File: config.mk
export PLATFORM = sky130hd
export DESIGN_NAME = addr_win_dec
export DESIGN_NICKNAME = d
export VERILOG_FILES = /design/src/rtl/addr_win_pkg.sv /design/src/rtl/awd_size_enc.sv /design/src/rtl/awd_win_match.sv /design/src/rtl/awd_prio_sel.sv /design/src/rtl/addr_win_dec.sv
export SDC_FILE = /design/constraint.sdc
export NUM_CORES = 1
export LEC_CHECK = 0
export BUFFER_PORTS_ARGS = -buffer_cell sky130_fd_sc_hd__buf_4
export CAP_MARGIN = 20
export CORE_MARGIN = 3
export CORE_UTILIZATION = 50
export CTS_BUF_LIST = sky130_fd_sc_hd__clkbuf_4 sky130_fd_sc_hd__clkbuf_8
export CTS_CLUSTER_SIZE = 40
export DETAILED_ROUTE_END_ITERATION = 10
export GPL_TIMING_DRIVEN = 0
export PLACE_DENSITY = 0.69
export SETUP_SLACK_MARGIN = 0.5
export SLEW_MARGIN = 20
export SYNTH_ARGS = -nofsm -noshare
export SYNTH_HDL_FRONTEND = slang
export SYNTH_SLANG_ARGS = --single-unit
File: constraint.sdc
create_clock -name clk -period 3.2 [get_ports clk]
set_clock_uncertainty 0.2 [all_clocks]
set_input_delay 0.16 -clock clk [delete_from_list [all_inputs] [get_ports clk]]
set_output_delay 0.16 -clock clk [all_outputs]
set_load 0.02 [all_outputs]
File: src/rtl/addr_win_pkg.sv
package addr_win_pkg;

    // Field codes on the configuration write port.
    typedef enum logic [2:0] {
        FLD_BASE   = 3'd0,
        FLD_SIZE   = 3'd1,
        FLD_TARGET = 3'd2,
        FLD_ATTR   = 3'd3,
        FLD_ENABLE = 3'd4
    } cfg_field_e;

    // log2 of the window page size in bytes (64 KB pages).
    localparam int PAGE_SHIFT = 16;

endpackage

File: src/rtl/awd_size_enc.sv
// Byte count to size-mask converter. Bit i of the mask is set when the
// byte count halved once more than the page shift, then shifted by i,
// is still nonzero.
module awd_size_enc #(
    parameter int BYTES_W    = 32,
    parameter int MASK_W     = 16,
    parameter int PAGE_SHIFT = 16
) (
    input  logic [BYTES_W-1:0] bytes_i,
    output logic [MASK_W-1:0]  mask_o
);
    for (genvar i = 0; i < MASK_W; i++) begin : g_bit
        localparam int SH = i + PAGE_SHIFT + 1;
        if (SH < BYTES_W) begin : g_live
            assign mask_o[i] = |bytes_i[BYTES_W-1:SH];
        end else begin : g_dead
            assign mask_o[i] = 1'b0;
        end
    end

    // The low bits only decide sub-page sizes, which all map to a mask of 0.
    wire unused_low = ^bytes_i[PAGE_SHIFT:0];
endmodule

File: src/rtl/awd_win_match.sv
// One window comparator: a page matches when every bit outside the size
// mask agrees with the base.
module awd_win_match #(
    parameter int PAGE_W = 16
) (
    input  logic              en_i,
    input  logic [PAGE_W-1:0] base_i,
    input  logic [PAGE_W-1:0] size_i,
    input  logic [PAGE_W-1:0] page_i,
    output logic              hit_o
);
    logic [PAGE_W-1:0] diff;

    always_comb begin
        diff  = (page_i ^ base_i) & ~size_i;
        hit_o = en_i && (diff == '0);
    end
endmodule

File: src/rtl/awd_prio_sel.sv
// Lowest-index-first selector over the per-window match vector.
module awd_prio_sel #(
    parameter int N  = 6,
    parameter int IW = 3
) (
    input  logic [N-1:0]  req_i,
    output logic          any_o,
    output logic [IW-1:0] idx_o
);
    always_comb begin
        any_o = |req_i;
        idx_o = '0;
        for (int i = N - 1; i >= 0; i--) begin
            if (req_i[i]) begin
                idx_o = IW'(i);
            end
        end
    end
endmodule

File: src/rtl/addr_win_dec.sv
module addr_win_dec #(
    parameter int NUM_WIN = 6,
    parameter int ADDR_W  = 32,
    parameter int TGT_W   = 4,
    parameter int ATTR_W  = 8,
    localparam int IW     = (NUM_WIN > 1) ? $clog2(NUM_WIN) : 1,
    localparam int PAGE_W = ADDR_W - addr_win_pkg::PAGE_SHIFT
) (
    input  logic              clk,
    input  logic              rst_n,
    input  logic              cfg_we,
    input  logic [IW-1:0]     cfg_win,
    input  logic [2:0]        cfg_sel,
    input  logic [PAGE_W-1:0] cfg_wdata,
    output logic              cfg_err,
    input  logic              lk_valid,
    input  logic [ADDR_W-1:0] lk_addr,
    output logic              rsp_valid,
    output logic              rsp_hit,
    output logic              rsp_miss,
    output logic [IW-1:0]     rsp_win,
    output logic [TGT_W-1:0]  rsp_target,
    output logic [ATTR_W-1:0] rsp_attr,
    input  logic [ADDR_W-1:0] enc_bytes,
    output logic [PAGE_W-1:0] enc_mask
);
    import addr_win_pkg::*;

    typedef struct packed {
        logic              en;
        logic [PAGE_W-1:0] base;
        logic [PAGE_W-1:0] size;
        logic [TGT_W-1:0]  tgt;
        logic [ATTR_W-1:0] attr;
    } win_t;

    typedef struct packed {
        win_t [NUM_WIN-1:0] win;
        logic               err;
        logic               rv;
        logic               hit;
        logic               miss;
        logic [IW-1:0]      idx;
        logic [TGT_W-1:0]   tgt;
        logic [ATTR_W-1:0]  attr;
        logic [PAGE_W-1:0]  enc;
    } state_t;

    state_t st_d, st_q;

    // ---------------- per-window comparators ----------------
    logic [PAGE_W-1:0]  page;
    logic [NUM_WIN-1:0] match;
    logic               any_match;
    logic [IW-1:0]      sel_idx;
    logic [PAGE_W-1:0]  enc_next;

    assign page = lk_addr[ADDR_W-1 -: PAGE_W];
    wire unused_offset = ^lk_addr[PAGE_SHIFT-1:0];

    for (genvar w = 0; w < NUM_WIN; w++) begin : g_win
        awd_win_match #(.PAGE_W(PAGE_W)) u_match (
            .en_i   (st_q.win[w].en),
            .base_i (st_q.win[w].base),
            .size_i (st_q.win[w].size),
            .page_i (page),
            .hit_o  (match[w])
        );
    end

    awd_prio_sel #(.N(NUM_WIN), .IW(IW)) u_prio (
        .req_i (match),
        .any_o (any_match),
        .idx_o (sel_idx)
    );

    awd_size_enc #(
        .BYTES_W    (ADDR_W),
        .MASK_W     (PAGE_W),
        .PAGE_SHIFT (PAGE_SHIFT)
    ) u_enc (
        .bytes_i (enc_bytes),
        .mask_o  (enc_next)
    );

    // ---------------- next-state logic ----------------
    logic              win_ok;
    logic              size_ok;
    logic [PAGE_W:0]   size_inc;
    win_t              hit_win;

    always_comb begin
        st_d = st_q;

        // Size legality: a run of ones from bit 0 has no bit in common
        // with its own increment.
        size_inc = {1'b0, cfg_wdata} + 1'b1;
        size_ok  = (size_inc[PAGE_W-1:0] & cfg_wdata) == '0;
        win_ok   = ({1'b0, cfg_win} < (IW + 1)'(NUM_WIN));

        if (cfg_we && win_ok) begin
            case (cfg_sel)
                FLD_BASE:   st_d.win[cfg_win].base = cfg_wdata;
                FLD_SIZE: begin
                    if (size_ok) begin
                        st_d.win[cfg_win].size = cfg_wdata;
                    end else begin
                        st_d.err = 1'b1;
                    end
                end
                FLD_TARGET: st_d.win[cfg_win].tgt  = cfg_wdata[TGT_W-1:0];
                FLD_ATTR:   st_d.win[cfg_win].attr = cfg_wdata[ATTR_W-1:0];
                FLD_ENABLE: st_d.win[cfg_win].en   = cfg_wdata[0];
                default: ;
            endcase
        end

        // Lookup response, decoded from the configuration before any write
        // in this cycle.
        hit_win   = st_q.win[sel_idx];
        st_d.rv   = lk_valid;
        st_d.hit  = lk_valid && any_match;
        st_d.miss = lk_valid && !any_match;
        if (lk_valid && any_match) begin
            st_d.idx  = sel_idx;
            st_d.tgt  = hit_win.tgt;
            st_d.attr = hit_win.attr;
        end else begin
            st_d.idx  = '0;
            st_d.tgt  = '0;
            st_d.attr = '0;
        end

        st_d.enc = enc_next;
    end

    always_ff @(posedge clk) begin
        if (!rst_n) begin
            st_q <= '0;
        end else begin
            st_q <= st_d;
        end
    end

    assign cfg_err    = st_q.err;
    assign rsp_valid  = st_q.rv;
    assign rsp_hit    = st_q.hit;
    assign rsp_miss   = st_q.miss;
    assign rsp_win    = st_q.idx;
    assign rsp_target = st_q.tgt;
    assign rsp_attr   = st_q.attr;
    assign enc_mask   = st_q.enc;
endmodule

### Word level (Yosys, flattened, before mapping)

Index checks and enable logic that the tools add are counted.

* bits in registers: 305
* logic and storage cells: 132

* $add $sub $neg: 1
* $lt $le $gt $ge: 4
* equality and inequality tests: 5
* muxes and demuxes: 25
* bitwise operators: 20
* reduce and logical (&&, ||, !) cells: 38

Operators by type and width (number)
* $bwmux 270: 5
* $pmux 270 s5: 1
* $demux 45 s3: 5
* $mux 270: 1
* $bmux 45 s3: 1
* $and 16x16->16: 7
* $logic_not 16->1: 7
* $not 16->16: 6
* $xor 16x16->16: 6
* $mux 45: 1
* $mux 44: 1
* $mux 28: 1
* $mux 12: 2
* $mux 3: 6
* $add 16x1->16 const B: 1
* $reduce_or 15->1: 1
* $reduce_or 14->1: 1
* $reduce_or 13->1: 1
* $reduce_or 12->1: 1
* $reduce_or 6->1: 2
* $reduce_or 11->1: 1
* $logic_and 1x1->1: 10
* $reduce_or 10->1: 1
* $reduce_or 9->1: 1
* other kinds (20): 23

### Depth between registers and ports, before layout

Gate-level depths: netlist of run 1.

* depth in word-level cells: 12
* gate-level depth with buffers: 13
* mapped depth without buffers: 10

### By module

A second synthesis of run 1 with hierarchy kept.

* cell total of the unflattened synthesis: 1430
* area, all modules: 12894.9 um^2

Modules (own cells, without submodules)
* addr_win_dec: instances 1, cells each 1215, area each 11337.1 um^2
* awd_win_match: instances 6, cells each 30, area each 222.7 um^2
* awd_size_enc: instances 1, cells each 25, area each 168.9 um^2
* awd_prio_sel: instances 1, cells each 10, area each 52.6 um^2

### Worst setup path before layout of run 1

Ideal clock, no wire load.

* kind: in2reg
* from: input port lk_addr[31]
* to: register st_q, in the netlist rsp_attr[0]
* setup time: 0.125 ns
* arrival: 2.223 ns
* required time: 2.875 ns
* path slack: 0.652 ns
* cell stages on the path: 10
* path through: buf_2 xnor2_1 o22ai_1 or4_1 nor4_2 o211ai_2 buf_6 mux2_1 nor2_1 o22ai_1

* word-level cells in the longest chain between the ends: 12

RTL lines
* from (decl): RTL line addr_win_dec.sv:17 `input logic [ADDR_W-1:0] lk_addr,`
* $xor 16x16->16: RTL line awd_win_match.sv:15 `diff = (page_i ^ base_i) & ~size_i;`
* $and 16x16->16: RTL line awd_win_match.sv:15
* $logic_not 16->1: RTL line awd_win_match.sv:16 `hit_o = en_i && (diff == '0);`
* $logic_and 1x1->1: RTL line awd_win_match.sv:16
* $mux 3 (6 in series): RTL line awd_prio_sel.sv:14 `if (req_i[i]) begin`
* $bmux 45 s3: RTL line addr_win_dec.sv:120 `hit_win = st_q.win[sel_idx];`
* $mux 12 (not written as such): RTL line addr_win_dec.sv:120
* to (signal assigned): RTL line addr_win_dec.sv:141 `st_q <= st_d;`
* to (decl): RTL line addr_win_dec.sv:49 `state_t st_d, st_q;`

Several ways; a longest one is shown, not always the timed one. The select of a mux whose other input is x is not followed.
A chain may end at the register's enable or synchronous reset.

==> impl_results.md, run 1 <==
* Total Die Area at 29210 µm²
* Sequential-to-total area share from yosys stat at 44.76%
* Grt total ovfl at 0
* Endpoint arrival time on the critical path at 3.24 ns
* Leak pwr at 5.626 nW
* Final critical-path required period at 2.953 ns
* Type of the tightest min-delay check: in -> reg
* CTS sink cnt at 304
* Average wire per standard cell at 21.72 µm
* Tightest hold margin at 0.02462 ns
* Worst Setup Slack, final at 0.2469 ns
* Clk_lat worst skew at 0.58 ns
* Worst Setup Slack post-DPL at -0.3005 ns
* Max-cap check violation count at 0
* Type of element capturing the critical path: flop
* Final Cell Area at 16500 µm²
* Internal power at 6.084 mW
* Overall via count from detail_route at 11649
* I/O pins at 125
* CTS tree: built
* Library cells used by synthesis at 60
* Number of global-route vias before repair at 11395
* Starting Density at 51.59%
* Final cell utilization of the core at 62.59%
* Post-detailed-routing wire length at 44610 µm
* Pre-Repair DR Iteration Count at 5
* PwrDens at 489.0 nW/µm²
* Width of the die at 170.9 µm
* Clock-pin slew on the worst setup and hold paths at 0.06 ns
* Max-Slew Margin vs Limit at 22.54%
* DRC Markers at 0
* Critical R2R Capture: rsp_attr[1]$_SDFF_PN0_
* Number of enable flip-flop cells after synthesis at 0
* Crit start category: flop
* Core Area at 26350 µm²
* Proportion of synthesized flip-flops having asynchronous set or reset at 0%
* Total half-perimeter wirelength after legalization and detailed placement at 29760 µm
* Layout net count at 1772
* Die outline height at 170.9 µm
* Worst EP required at 3.49 ns
* Unrepaired setup endpoints after global routing: yes
* Crit path kind: reg -> reg
* Maximum fanout along the worst path at 6
* Remaining antenna violation count after routing at 0
* Tot GR Track Use at 30.20%
* Combined area of the multi-input logic cells at 6988 µm²
* Wire length of the first global-routing pass at 67230 µm
* Post-route clock period utilization at 92.28%
* Clock buffers created by TritonCTS at 50
* CTS root buf: sky130_fd_sc_hd__clkbuf_8
* Row count at 59
* Placed Area at 14530 µm²
* Proportion of total power due to net switching at 24.57%
* Initial antenna violation count at 1
* Initial DRC Count at 1001
* Most common flop cell mapped by yosys: sky130_fd_sc_hd__dfxtp_1
* Buffer depth of the longest clock path at 3
* Switching power summed over all nets at 1.982 mW
* Combinational power share at 7.8%
* Final count of pins violating max slew at 0
* Count of H-tree levels built during CTS at 2
* R2R setup slack at 0.25 ns
* Inserted Diodes at 0
* Instance count along the most critical hold path at 5
* DR vias/cell at 5.671
* Filler Cell Count at 2261
* Mean cell area of the mapped netlist at 9.034 µm²
* Synth Net Count at 1595
* Worst-case reg-to-reg path depth at 10
* Maximum clock frequency at 338.6 MHz
* Pin slew with the least headroom to its limit at 1.159 ns
* Synthesized cell area at 13600 µm²
* Part of the power in registers at 47.3%
* Largest net degree at the start of global routing at 13
* Hold Vio Cnt, Final at 0
* Number of instances in the synthesized netlist at 1505
* Number of register bits inferred by synthesis at 304
* Layout overhead on the synthesized area at 21.33%
* GP Congestion at 0.8881
* Outcome: finished clean
* Share of post-route cells with drive strength above 1 at 19.43%
* Critical hold path startpoint: cfg_win[1]
* Storage element area at 6097 µm²
* Final setup violation count at 0
* Number of buffers added on ports at 69
* Synth warn at 0
* Largest vdd supply drop at 0.0003786 V
* Part of the power in the clock network at 44.9%
[through the flow]
stage	instances	power, mW	TNS, ns
floorplan	1505	4.209	0
global placement	1909	4.447	-7.108
detailed placement	1909	4.450	-7.150
CTS	2051	8.070	0
global route	2054	8.307	0
finish	2054	8.066	0
[layout by cell type (no fill, tap or decap), types with 4 or more instances in the layout]
cell and n:
sky130_fd_sc_hd__a21boi_0 126, sky130_fd_sc_hd__a21oi_1 4, sky130_fd_sc_hd__a22oi_1 64, sky130_fd_sc_hd__and2_2 4, sky130_fd_sc_hd__buf_2 23, sky130_fd_sc_hd__buf_4 114
sky130_fd_sc_hd__buf_6 6, sky130_fd_sc_hd__clkbuf_1 80, sky130_fd_sc_hd__clkbuf_2 4, sky130_fd_sc_hd__clkbuf_4 15, sky130_fd_sc_hd__clkbuf_8 68, sky130_fd_sc_hd__clkinv_2 7
sky130_fd_sc_hd__dfxtp_1 295, sky130_fd_sc_hd__dfxtp_2 9, sky130_fd_sc_hd__dlygate4sd3_1 37, sky130_fd_sc_hd__inv_1 4, sky130_fd_sc_hd__mux2_2 16, sky130_fd_sc_hd__mux2i_1 86
sky130_fd_sc_hd__nand2_1 251, sky130_fd_sc_hd__nand3_1 32, sky130_fd_sc_hd__nor2_1 36, sky130_fd_sc_hd__nor2_2 16, sky130_fd_sc_hd__nor2b_1 147, sky130_fd_sc_hd__nor3_1 11
sky130_fd_sc_hd__o211ai_1 19, sky130_fd_sc_hd__o21a_1 6, sky130_fd_sc_hd__o21ai_0 8, sky130_fd_sc_hd__o21ai_1 5, sky130_fd_sc_hd__o22ai_1 47, sky130_fd_sc_hd__o22ai_2 4
sky130_fd_sc_hd__or3_1 4, sky130_fd_sc_hd__or4_4 5, sky130_fd_sc_hd__xnor2_1 88, sky130_fd_sc_hd__xnor2_2 7
[cell families after synthesis]
group,after synthesis,synth area share (%)
buf+inv,156,5.660
xor+xnor,97,6.249
mux,105,7.896
compound gates,300,15.95
simple gates,542,19.46
other cells,1,0.02758
flops,304,44.76
[cell usage after synthesis, types with 3 or more instances]
library cell | n | share of area, %
sky130_fd_sc_hd__a21oi_1 | 6 | 0.22
sky130_fd_sc_hd__and2_1 | 3 | 0.14
sky130_fd_sc_hd__o211ai_1 | 19 | 1.0
sky130_fd_sc_hd__buf_4 | 37 | 2.0
sky130_fd_sc_hd__a221o_1 | 3 | 0.22
sky130_fd_sc_hd__o21ai_0 | 9 | 0.33
sky130_fd_sc_hd__buf_2 | 24 | 0.88
sky130_fd_sc_hd__nor3_1 | 12 | 0.44
sky130_fd_sc_hd__and2_2 | 4 | 0.22
sky130_fd_sc_hd__nand2_1 | 252 | 7.0
sky130_fd_sc_hd__nor2b_1 | 147 | 6.8
sky130_fd_sc_hd__o21a_1 | 6 | 0.33
sky130_fd_sc_hd__o31a_2 | 3 | 0.22
sky130_fd_sc_hd__or4_4 | 3 | 0.25
sky130_fd_sc_hd__inv_1 | 4 | 0.11
sky130_fd_sc_hd__or3_1 | 4 | 0.18
sky130_fd_sc_hd__clkbuf_1 | 87 | 2.4
sky130_fd_sc_hd__a21boi_0 | 126 | 7.0
sky130_fd_sc_hd__mux2_1 | 3 | 0.25
sky130_fd_sc_hd__nor2_1 | 54 | 1.5
sky130_fd_sc_hd__a22oi_1 | 64 | 3.5
sky130_fd_sc_hd__o21ai_1 | 4 | 0.15
sky130_fd_sc_hd__nand3_1 | 33 | 1.2
sky130_fd_sc_hd__dfxtp_1 | 304 | 45
sky130_fd_sc_hd__o22ai_1 | 51 | 2.3
sky130_fd_sc_hd__nor4_1 | 4 | 0.18
sky130_fd_sc_hd__xnor2_1 | 96 | 6.2
sky130_fd_sc_hd__mux2i_1 | 87 | 6.4
sky130_fd_sc_hd__mux2_2 | 15 | 1.2
[worst max path at each step]
stage | endpoint | from
after floorplan | rsp_attr[0]$_SDFF_PN0_ | lk_addr[31]
after global placement | rsp_attr[0]$_SDFF_PN0_ | lk_addr[27]
after detailed placement | rsp_attr[0]$_SDFF_PN0_ | lk_addr[27]
after CTS | rsp_attr[1]$_SDFF_PN0_ | flop
after global routing | rsp_attr[1]$_SDFF_PN0_ | flop
final | rsp_attr[1]$_SDFF_PN0_ | flop
[layer usage]
| metal | vias to the layer above | track usage (%) | share of wire [%] |
|---|---|---|---|
| li1 | 5445 | - | - |
| met1 | 5611 | 40.03 | 42 |
| met2 | 487 | 49.20 | 46 |
| met3 | 106 | 5.823 | 7.8 |
| met4 | 0 | 11.30 | 3.8 |
| met5 | - | 0 | 0 |
[what timing repair did]
action | in CTS | in global routing
resized for setup | 40 | 49
buffers inserted | 9 | 6
endpoints found under the hold margin | 55 | 0
cloned | 2 | 0
hold buffers | 42 | 0
setup endpoints to repair | 27 | 89
pin swaps | 28 | 33
[power groups by stage]
stage,Clock (mW),Combinational (mW),Sequential (mW)
5_1_grt,3.84,0.651,3.81
6_report,3.62,0.628,3.81
2_1_floorplan,0,0.313,3.90
3_3_place_gp,0,0.552,3.90
4_1_cts,3.65,0.605,3.81
3_5_place_dp,0,0.554,3.90
[worst max-delay path: stages, from the launching register on]
cell                       delay, ns
sky130_fd_sc_hd__dfxtp_2        0.33
sky130_fd_sc_hd__xnor2_2        0.22
sky130_fd_sc_hd__o22ai_1        0.13
sky130_fd_sc_hd__or4_4          0.53
sky130_fd_sc_hd__nor4_4         0.13
sky130_fd_sc_hd__buf_4          0.19
sky130_fd_sc_hd__o211ai_4       0.20
sky130_fd_sc_hd__buf_6          0.21
sky130_fd_sc_hd__mux2i_2        0.16
sky130_fd_sc_hd__a221o_1        0.37
sky130_fd_sc_hd__a21oi_2        0.17
[final cells by class]
class / count / area share (%)
Multi-Input combinational cell: 1045 / 42.36
Sequential cell: 304 / 36.96
Timing Repair Buffer: 125 / 6.698
Clock buffer: 81 / 6.265
Buffer: 151 / 4.801
Tap cell: 335 / 2.541
Clock inverter: 8 / 0.2579
Inverter: 5 / 0.1138
Note: power is estimated with default switching activity, not from simulation.
==> run 2, diff against run 1 <==
--- a/config.mk
+++ b/config.mk
@@ -12,8 +12,9 @@
 export CTS_BUF_LIST = sky130_fd_sc_hd__clkbuf_4 sky130_fd_sc_hd__clkbuf_8
 export CTS_CLUSTER_SIZE = 40
 export DETAILED_ROUTE_END_ITERATION = 10
-export GPL_TIMING_DRIVEN = 0
+export GPL_TIMING_DRIVEN = 1
 export PLACE_DENSITY = 0.69
+export RECOVER_POWER = 25
 export SETUP_SLACK_MARGIN = 0.5
 export SLEW_MARGIN = 20
 export SYNTH_ARGS = -nofsm -noshare
==> impl_results.md, run 2 (same netlist as run 1, synthesis figures left out) <==
* Worst Setup Slack, final at 0.3392 ns
* Crit path kind: in -> reg
* Final cell utilization of the core at 60.86%
* Layout overhead on the synthesized area at 17.97%
* Maximum fanout along the worst path at 13
* Worst EP required at 3.43 ns
* Final count of pins violating max slew at 0
* Largest vdd supply drop at 0.0002384 V
* Type of the tightest min-delay check: in -> reg
* Total half-perimeter wirelength after legalization and detailed placement at 22950 µm
* Final critical-path required period at 2.861 ns
* Largest net degree at the start of global routing at 244
* Final Cell Area at 16040 µm²
* Delay-heaviest family, CP: buffers and inverters
* Crit start category: input port
* Leak pwr at 5.334 nW
* Type of element capturing the critical path: flop
* I/O pins at 125
* DR vias/cell at 5.520
* GP Congestion at 0.8019
* CTS sink cnt at 304
* Remaining antenna violation count after routing at 0
* Buffer depth of the longest clock path at 3
* CP max-delay cell: sky130_fd_sc_hd__clkbuf_1
* Maximum single-stage delay on the critical path at 0.61 ns
* Post-detailed-routing wire length at 37770 µm
* Overall via count from detail_route at 10890
* Initial DRC Count at 923
* Wire length of the first global-routing pass at 59280 µm
* Hold Vio Cnt, Final at 0
* Commonest non-fill, non-tap cell in the layout: sky130_fd_sc_hd__dfxtp_1
* DRC Markers at 0
* Outcome: finished clean
* CTS tree: built
* Pin slew with the least headroom to its limit at 1.065 ns
* Core Area at 26350 µm²
* Clk_lat worst skew at 0.56 ns
* Starting Density at 51.59%
* GR met3 Demand/Resource at 5.037%
* Worst Setup Slack post-DPL at 0.2454 ns
* List of cells traversed by the critical path: dlygate4sd3_1 -> clkbuf_1 -> a21boi_0 -> nor2b_1 -> nand3_1 -> nor2_1 -> clkbuf_1 -> mux2i_1 -> nor2b_1
* Top library cells by usage in the layout, fill and taps aside: sky130_fd_sc_hd__dfxtp_1 (297), sky130_fd_sc_hd__nand2_1 (251), sky130_fd_sc_hd__nor2b_1 (147)
* Final setup violation count at 0
* Clock-pin slew on the worst setup and hold paths at 0.06 ns
* CTS root buf: sky130_fd_sc_hd__clkbuf_8
* PwrDens at 488.7 nW/µm²
* Share of post-route cells with drive strength above 1 at 15.26%
* Met2 Use GR at 42.53%
* Unrepaired setup endpoints after global routing: yes
* Count of H-tree levels built during CTS at 2
* Width of the die at 170.9 µm
* Setup TNS after final layout at 0 ns
* CP Buf/Inv Count at 3
* Max-Slew Margin vs Limit at 28.99%
* Grt total ovfl at 0
* Post-route clock period utilization at 89.40%
* Average wire per standard cell at 19.14 µm
* Placed Area at 14360 µm²
* Pre-Repair DR Iteration Count at 6
* Clock buffers created by TritonCTS at 49
* Initial antenna violation count at 0
* Row count at 59
* Power after layout at 7.838 mW
* Filler Cell Count at 2299
* Total Die Area at 29210 µm²
* Endpoint arrival time on the critical path at 3.09 ns
* Combined area of the multi-input logic cells at 6857 µm²
* Max-cap check violation count at 0
* Busiest grt layer: met2
* Global routing met1 resource utilization at 34.18%
* Die outline height at 170.9 µm
* Number of buffers added on ports at 90
* Storage element area at 6095 µm²
* Inserted Diodes at 0
* Maximum clock frequency at 349.6 MHz
* Layout net count at 1693
* Number of global-route vias before repair at 10737
* Tot GR Track Use at 25.80%
-- run 2: cell count changes in the layout (fill, tap and decap cells not counted), moves of 6 or more --
cell | previous run | this run
sky130_fd_sc_hd__nor2_2 | 16 | 4
sky130_fd_sc_hd__clkbuf_1 | 80 | 41
sky130_fd_sc_hd__buf_4 | 114 | 91
sky130_fd_sc_hd__dlygate4sd3_1 | 37 | 55
sky130_fd_sc_hd__buf_2 | 23 | 0
sky130_fd_sc_hd__clkinv_2 | 7 | 1
sky130_fd_sc_hd__nor2_1 | 36 | 51
sky130_fd_sc_hd__clkbuf_4 | 15 | 21
-- run 2: area by class of cell --
cell class | instances | area share (%)
sequential | 304 | 38.00
multi-input combinational | 1045 | 42.75
timing repair buffer | 198 | 10.02
clock inverter | 2 | 0.07801
inverter | 5 | 0.1482
tap | 335 | 2.613
clock buffer | 84 | 6.389
-- run 2: power by group --
part / leakage (nW) / internal [mW] / switching, mW
clock: 0.554 / 2.00 / 1.48
combinational: 2.32 / 0.230 / 0.317
sequential: 2.46 / 3.81 / 0.00782
-- run 2: path summary, 6_finish.rpt --
check	start	endpoint	slack, ns	cells past startpoint
max	cfg_win[1]	flop	0.34	9
min	enc_bytes[26]	enc_mask[2]$_SDFF_PN0_	0.003	6
max reg2reg	flop	rsp_attr[2]$_SDFF_PN0_	0.44	11
min reg2reg	cfg_err$_SDFFE_PN0P_	cfg_err$_SDFFE_PN0P_	0.26	1
-- run 2: routing by layer --
layer | up-vias | part of all wire (%)
met5 | - | 0
met4 | 0 | 3.2
met3 | 88 | 6.7
met2 | 355 | 46
met1 | 5181 | 44
li1 | 5266 | -
-- run 2: tightest hold or removal path: stages --
cell                      delay (ns)
sky130_fd_sc_hd__buf_4          0.09
sky130_fd_sc_hd__or3_4          0.13
sky130_fd_sc_hd__or4_4          0.13
sky130_fd_sc_hd__or4_4          0.12
sky130_fd_sc_hd__o21ai_2        0.06
sky130_fd_sc_hd__inv_1          0.04
-- run 2: what timing repair did --
action                                  CTS  global route
endpoints found under the hold margin   270             0
setup buffers                             1             3
endpoints found under the setup margin   12           136
hold buffers                             56             0
pin swaps                                15            21
cloned                                    2             1
resized for setup                        24            16
-- run 2: stage by stage --
step / hold WS, ns / instances
2_1_floorplan: 0.07023 / 1505
3_3_place_gp: 0.1610 / 1825
3_5_place_dp: 0.1693 / 1825
4_1_cts: 0.1206 / 1970
5_1_grt: 0.01912 / 1973
6_report: 0.003411 / 1973
==> run 3, diff against run 2 <==
--- a/config.mk
+++ b/config.mk
@@ -15,6 +15,7 @@
 export GPL_TIMING_DRIVEN = 1
 export PLACE_DENSITY = 0.69
 export RECOVER_POWER = 25
+export REMOVE_ABC_BUFFERS = 1
 export SETUP_SLACK_MARGIN = 0.5
 export SLEW_MARGIN = 20
 export SYNTH_ARGS = -nofsm -noshare
==> impl_results.md, run 3 (same netlist as run 1, synthesis figures left out) <==
* Outcome: finished clean
* Starting Density at 51.59%
* Power after layout at 7.984 mW
* R2R setup slack at 0.45 ns
* CTS tree: built
* Switching power summed over all nets at 1.892 mW
* Final count of pins violating max slew at 0
* Top library cells by usage in the layout, fill and taps aside: sky130_fd_sc_hd__dfxtp_1 (297), sky130_fd_sc_hd__nand2_1 (251), sky130_fd_sc_hd__nor2b_1 (147)
* Total half-perimeter wirelength after legalization and detailed placement at 22650 µm
* Placed Area at 14340 µm²
* Endpoint arrival time on the critical path at 3.11 ns
* Layout overhead on the synthesized area at 19.05%
* Tightest hold margin at 0.1539 ns
* Worst-case reg-to-reg path depth at 11
* Combinational power share at 7.1%
* Crit start category: input port
* Critical hold path startpoint: enc_bytes[29]
* Endpoint, Worst Hold: enc_mask[12]$_SDFF_PN0_
* Share of post-route cells with drive strength above 1 at 16.44%
* Initial antenna violation count at 0
* Leak pwr at 5.440 nW
* DRC Markers at 0
* Part of the power in registers at 47.8%
* Post-route clock period utilization at 88.26%
* Internal power at 6.092 mW
* Core Area at 26350 µm²
* Post-detailed-routing wire length at 38620 µm
* Buffer depth of the longest clock path at 3
* Tot GR Track Use at 25.88%
* Worst Setup Slack post-DPL at 0.2224 ns
* Part of the power in the clock network at 45.2%
* Largest vdd supply drop at 0.0004550 V
* Clock buffers created by TritonCTS at 50
* Type of element capturing the critical path: flop
* GP Congestion at 0.8423
* Type of the tightest min-delay check: in -> reg
* Instance count along the most critical hold path at 3
* Layout net count at 1700
* Final setup violation count at 0
* Initial DRC Count at 953
* Pre-Repair DR Iteration Count at 7
* Width of the die at 170.9 µm
* Hold Vio Cnt, Final at 0
* Final cell count without fillers at 1983
* Unrepaired setup endpoints after global routing: yes
* CTS sink cnt at 304
* PwrDens at 493.3 nW/µm²
* DR vias/cell at 5.550
* Maximum fanout along the worst path at 29
* Critical R2R Capture: rsp_attr[6]$_SDFF_PN0_
* Commonest non-fill, non-tap cell in the layout: sky130_fd_sc_hd__dfxtp_1
* Pin slew with the least headroom to its limit at 0.9616 ns
* Die outline height at 170.9 µm
* Final Cell Area at 16190 µm²
* Crit path kind: in -> reg
* Inserted Diodes at 0
* Worst EP required at 3.48 ns
* Proportion of total power due to net switching at 23.70%
* Average wire per standard cell at 19.48 µm
* Post-placement cell count at 1828
* Setup TNS after final layout at 0 ns
* Number of global-route vias before repair at 10690
* Worst Setup Slack, final at 0.3756 ns
* Filler Cell Count at 2207
* Row count at 59
* Largest net degree at the start of global routing at 248
* Total Die Area at 29210 µm²
* CTS root buf: sky130_fd_sc_hd__clkbuf_8
* Maximum clock frequency at 354.1 MHz
* Max-Slew Margin vs Limit at 35.89%
* Overall via count from detail_route at 11005
* Clock-pin slew on the worst setup and hold paths at 0.07 ns
* Wire length of the first global-routing pass at 59700 µm
* Clk_lat worst skew at 0.58 ns
* Final cell utilization of the core at 61.42%
* Number of buffers added on ports at 90
* Count of H-tree levels built during CTS at 2
* I/O pins at 125
* Final critical-path required period at 2.824 ns
* Remaining antenna violation count after routing at 0
* Grt total ovfl at 0
* Max-cap check violation count at 0
-- run 3: changes by cell type in the layout (fill, tap and decap cells not counted), moves of 3 or more --
cell                       delta
sky130_fd_sc_hd__buf_4       +11
sky130_fd_sc_hd__clkbuf_1     -3
sky130_fd_sc_hd__buf_12       -3
sky130_fd_sc_hd__mux2_2       -3
-- run 3: power groups by stage --
stage               sequential [mW]  combinational [mW]  clock (mW)
detailed placement             3.90               0.495           0
CTS                            3.81               0.557        3.65
floorplan                      3.91               0.177           0
global route                   3.81               0.595        3.84
global placement               3.90               0.494           0
finish                         3.81               0.565        3.61
-- run 3: worst max-delay path, cell delays in order --
cell                            delay (ns)
sky130_fd_sc_hd__dlygate4sd3_1        0.54
sky130_fd_sc_hd__buf_4                0.19
sky130_fd_sc_hd__a21boi_0             0.44
sky130_fd_sc_hd__nor2b_1              0.41
sky130_fd_sc_hd__nand2_1              0.11
sky130_fd_sc_hd__nor2_1               0.11
sky130_fd_sc_hd__buf_4                0.30
sky130_fd_sc_hd__nand3_1              0.13
sky130_fd_sc_hd__dlygate4sd3_1        0.58
sky130_fd_sc_hd__a21boi_0             0.13
-- run 3: metal layers --
layer  track usage, %  part of all wire [%]  vias to the layer above
li1                 -                     -                     5289
met1            35.81                    45                     5238
met2            40.88                    45                      379
met3            4.090                   6.0                       99
met4            10.01                   3.7                        0
met5                0                     0                        -
-- run 3: what timing repair did --
item	in CTS	in global routing
setup endpoints to repair	12	198
hold buffers	56	0
gates resized for setup	14	39
setup buffers	3	3
pin swaps	4	17
gates cloned	2	2
hold endpoints to repair	252	0
-- run 3: how the worst max path moves through the flow --
stage	start	slack, ns	to	cells after the start
floorplan	flop	0.45	rsp_attr[1]$_SDFF_PN0_	8
global placement	cfg_wdata[2]	0.15	flop	9
detailed placement	lk_addr[27]	0.22	rsp_target[0]$_SDFF_PN0_	12
CTS	flop	0.42	rsp_target[1]$_SDFF_PN0_	10
global route	cfg_win[1]	0.21	flop	10
finish	cfg_win[1]	0.38	flop	10
-- run 3: area by class of cell --
class	instances	area (µm²)	area share, %
clock inverters	4	33.78	0.2087
clock buffers	86	1046	6.463
repair buffers	203	1613	9.964
repair inverters	1	8.758	0.05411
well taps	335	419.2	2.590
inverters	5	26.28	0.1623
flip-flops and latches	304	6095	37.65
multi-input cells	1045	6944	42.90
